[config.mk]
export PLATFORM = sky130hd
export DESIGN_NAME = prefetch_queue
export DESIGN_NICKNAME = d
export VERILOG_FILES = /design/src/rtl/prefetch_queue.sv
export SDC_FILE = /design/constraint.sdc
export NUM_CORES = 1
export LEC_CHECK = 0
export ABC_AREA = 1
export BUFFER_PORTS_ARGS = -buffer_cell sky130_fd_sc_hd__buf_2
export CORE_MARGIN = 1.5
export CORE_UTILIZATION = 40
export CTS_CLUSTER_DIAMETER = 50
export DETAILED_ROUTE_END_ITERATION = 16
export SYNTH_ARGS = -nofsm -noshare
export SYNTH_HDL_FRONTEND = slang
export SYNTH_SLANG_ARGS = --single-unit
[constraint.sdc]
create_clock -name clk -period 4.2 [get_ports clk]
set_input_delay 0.63 -clock clk [delete_from_list [all_inputs] [get_ports clk]]
set_output_delay 0.63 -clock clk [all_outputs]
set_load 0.03 [all_outputs]
[src/rtl/prefetch_queue.sv]
module prefetch_queue #(
  parameter int          DEPTH     = 6,
  parameter logic [15:0] CODE_SEG  = 16'hF000,
  parameter logic [15:0] START_PTR = 16'h0000
) (
  input  logic        clk,
  input  logic        rst_n,
  input  logic        bus_busy,
  input  logic        flush,
  input  logic [15:0] flush_ptr,
  output logic        mem_req,
  output logic [19:0] mem_addr,
  input  logic        mem_ack,
  input  logic [7:0]  mem_rdata,
  output logic        q_valid,
  output logic [7:0]  q_data,
  input  logic        q_ready
);
  localparam int IW = (DEPTH > 1) ? $clog2(DEPTH) : 1;
  localparam int CW = $clog2(DEPTH + 1);

  logic [7:0]    slots [DEPTH];
  logic [IW-1:0] rd_idx, wr_idx;
  logic [CW-1:0] count;
  logic [15:0]   fetch_ptr;
  logic [19:0]   addr_q;
  logic          pend, drop;

  function automatic logic [IW-1:0] next_idx(input logic [IW-1:0] i);
    return (i == IW'(DEPTH - 1)) ? '0 : i + 1'b1;
  endfunction

  wire take  = pend && mem_ack;
  wire push  = take && !drop && !flush;
  wire pop   = q_valid && q_ready && !flush;
  wire issue = !pend && !bus_busy && !flush && (count < CW'(DEPTH));

  assign mem_req  = pend;
  assign mem_addr = addr_q;
  assign q_valid  = (count != '0);
  assign q_data   = slots[rd_idx];

  always_ff @(posedge clk) begin
    if (!rst_n) begin
      pend      <= 1'b0;
      drop      <= 1'b0;
      addr_q    <= '0;
      fetch_ptr <= START_PTR;
    end else begin
      if (issue) begin
        pend      <= 1'b1;
        addr_q    <= {CODE_SEG, 4'h0} + {4'h0, fetch_ptr};
        fetch_ptr <= fetch_ptr + 16'd1;
      end else if (take) begin
        pend <= 1'b0;
      end
      if (flush) fetch_ptr <= flush_ptr;
      if (flush && pend && !mem_ack) drop <= 1'b1;
      else if (take)                 drop <= 1'b0;
    end
  end

  always_ff @(posedge clk) begin
    if (!rst_n) begin
      rd_idx <= '0;
      wr_idx <= '0;
      count  <= '0;
    end else if (flush) begin
      rd_idx <= '0;
      wr_idx <= '0;
      count  <= '0;
    end else begin
      if (push) wr_idx <= next_idx(wr_idx);
      if (pop)  rd_idx <= next_idx(rd_idx);
      count <= count + CW'(push) - CW'(pop);
    end
  end

  always_ff @(posedge clk) begin
    if (push) slots[wr_idx] <= mem_rdata;
  end

  a_r1_cap: assert property (@(posedge clk) disable iff (!rst_n)
    count <= CW'(DEPTH));
  a_r4_hold: assert property (@(posedge clk) disable iff (!rst_n)
    (mem_req && !mem_ack) |=> (mem_req && $stable(mem_addr)));
  a_r5_full_stall: assert property (@(posedge clk) disable iff (!rst_n)
    (count == CW'(DEPTH) && !mem_req) |=> !mem_req);
  a_r6_busy_stall: assert property (@(posedge clk) disable iff (!rst_n)
    (bus_busy && !mem_req) |=> !mem_req);
  a_r7_flush_empty: assert property (@(posedge clk) disable iff (!rst_n)
    flush |=> !q_valid);
  a_r9_pop_fill: assert property (@(posedge clk) disable iff (!rst_n)
    (push && pop) |=> $stable(count));
  a_r3_wrap: assert property (@(posedge clk) disable iff (!rst_n)
    (issue && fetch_ptr == 16'hFFFF) |=> (fetch_ptr == 16'h0000));
endmodule

==> out/qor.yml <==
boundaryPins: 60
crit_type: "reg2out"
detailedPlace.worstSlack_ns: 1.58
synthesis.area_per_instance_um2: 8.95
area.sequential_um2: 2380
timing.setup.tns_ns: 0
grt.overflow.total: 0
cts-root-to-sink-buffers: 2
dp.cells: 648
portBuffers: 59
number_of_antenna_violations_at_the_first_check_in_global_routing: 0
syn-num-nets: 505
final_cell_area_um2: 4770
hold_path_startpoint: "rd_idx[2]"
first_global_vias: 3199
cts_htree_levels: 3
wirelength_um: 9150
final.period_utilization: 0.657
finalHoldViolCount: 0
globalplace.congestion: 0.841
row_count: 37
dpl.hpwl_um: 6190
max_freq_mhz: 362
slew_headroom: 0.442
synth_seq_area_share: 0.566
route.antenna.remaining_nets: 0
postCtsResizedCells: 0
placed_cell_area_um2: 4580
clock-sinks: 95
yosysUniqueCellTypes: 37
final_critical_path_setup_slack_ns: 1.44
chipWidth_um: 106
wire_length_of_the_first_global_routing_pass_um: 15200
drc_errors: 0
clock_network_latency_to_the_later_pin_of_the_worst_skew_pair_ns: 0.37
ir_worst_vdd_mv: 0.213
crit_path_max_fanout: 25
avgRoutedWirePerCell_um: 13.8
layout_area_overhead_pct: 13.4
worst-slew-pin-transition_ns: 0.833
total_area_of_multi_input_combinational_cells_um2: 1500
cp.required_ns: 3.57
drive_gt1_frac: 0.205
drt_iter0_markers: 139
power.leakage_nw: 1.98
post_cts.repair.setup_buffers: 0
ys_ff_latch: 95
tritoncts_buffer_count: 9
tritoncts_clock_tree: "done"
clk_pin_slew_ns: 0.09
worst-r2r-cell-count: 10
crit_path_start_kind: "flop"
post_synth_inst_count: 470
grt.total_usage: 0.175
post_cts_hold_buffer_count: 0
fin_crit_ns: 2.76
starting_density: 0.409
maxSlewViolCount: 0
clock-root-buffer: "sky130_fd_sc_hd__clkbuf_8"
power-per-cell-area_nw_per_um2: 371
setup_viol: 0
synthesis.yosys.warnings: 0
whs_path_depth: 2
number_of_maximum_capacitance_violations: 0
critical_path.endpoint_type: "output port"
rr_endpoint: "count[2]"
detailedRoute.firstPassIterationCount: 4
die-area_um2: 11100
worst_clock_skew_ns: 0.0126
rsz0062_at_grt: "no"
post-route-util: 0.464
layoutNonFillerInstCount: 663
die-height_um: 106
fillerInstances: 1036
status: "complete, no violations"
nNetsFinal: 558
reg2reg_from: "mem_req"
grt_max_degree: 32
core_area_um2: 10300
via_count: 3271
hold_path.class: "reg2reg"
antenna_diode_count: 0
regToRegSetupSlack_ns: 2.24
routed_via_density: 4.93
synthesis.area_um2: 4210
critical_path_arrival_ns: 2.13
==> layout make-up <==
cell class,instances,share of cell area
flip-flops and latches,95,0.499
repair buffers,63,0.0682
clock buffers,9,0.0260
multi-input cells,301,0.314
inverters,53,0.0417
well taps,136,0.0357
clock inverters,6,0.0147
==> per-layer routing <==
layer  GRT usage  up-vias  wire length, um
met5           0        -                0
met4      0.0541        0              111
met3      0.0445       11              409
met2       0.316       71             4700
met1       0.202     1530             3930
li1            -     1659                -
==> Yosys cell counts (all sizes together) <==
master | number | area (um^2)
a211oi | 1 | 7.51
a21boi | 1 | 7.51
a21oi | 27 | 139
a22oi | 2 | 15.0
a31oi | 1 | 6.26
buf | 17 | 115
clkbuf | 4 | 16.3
dfxtp | 47 | 941
edfxtp | 48 | 1440
fa | 1 | 20.0
ha | 4 | 50.1
inv | 53 | 199
nand2 | 107 | 429
nand3 | 29 | 160
nand3b | 2 | 15.0
nand4 | 3 | 18.8
nor2 | 63 | 292
nor3 | 12 | 60.1
nor4 | 2 | 12.5
o211ai | 2 | 15.0
o21ai | 30 | 150
o21bai | 1 | 11.3
o22ai | 10 | 62.6
or2 | 1 | 6.26
xnor2 | 2 | 17.5
==> per-stage QoR <==
step	power (mW)	hold WS, ns
after global placement	1.19	0.448
after detailed placement	1.19	0.462
after global routing	1.85	0.486
after CTS	1.79	0.475
final	1.77	0.477
after floorplan	1.14	0.434
==> sequential cells by signal, indices dropped and copies added (netlist names), named ones only <==
name       flops
count          3
drop           1
fetch_ptr     16
mem_addr      17
mem_req        1
rd_idx         3
slots         48
wr_idx         3
==> where the power goes <==
part | switching (mW) | internal, mW
registers | 0.0183 | 0.995
clock network | 0.326 | 0.277
logic | 0.106 | 0.0485
total | 0.450 | 1.32
==> worst max-delay path by stage <==
stage | from | to | slack (ns) | cells past startpoint
detailed placement | flush | count[2] | 1.58 | 11
global placement | flush | count[2] | 1.66 | 11
floorplan | flush | slots[2][0] | 2.01 | 4
CTS | flop | q_data[7] | 1.40 | 7
finish | flop | q_data[7] | 1.44 | 7
global route | flop | q_data[7] | 1.17 | 7
==> cell usage in the layout (no fill, tap or decap), drive strengths merged, types with 3 or more instances in the layout <==
master | synthesis | layout
a21oi | 27 | 27
o21ai | 30 | 30
o22ai | 10 | 10
inv | 53 | 55
edfxtp | 48 | 48
dfxtp | 47 | 47
nand2 | 107 | 107
nor3 | 12 | 12
nand4 | 3 | 3
buf | 17 | 63
ha | 4 | 4
nor2 | 63 | 63
nand3 | 29 | 29
clkbuf | 4 | 9
==> kinds of logic after synthesis <==
kind of cell | Yosys count | share of synthesized area
and+or+nand+nor | 219 | 0.236
xor gates and xnor gates | 2 | 0.00416
buffers and inverters | 74 | 0.0785
DFF | 95 | 0.566
AOI/OAI and AO/OA | 75 | 0.0984
adders and majority gates | 5 | 0.0167
==> worst max-delay path, cell delays in order (launching register included) <==
cell,delay [ns]
sky130_fd_sc_hd__dfxtp_1,0.31
sky130_fd_sc_hd__buf_4,0.21
sky130_fd_sc_hd__inv_1,0.58
sky130_fd_sc_hd__nand2_1,0.10
sky130_fd_sc_hd__nand3_1,0.10
sky130_fd_sc_hd__nand2_1,0.06
sky130_fd_sc_hd__o22ai_1,0.17
sky130_fd_sc_hd__buf_2,0.24
Note: power is estimated with default switching activity, not from simulation.
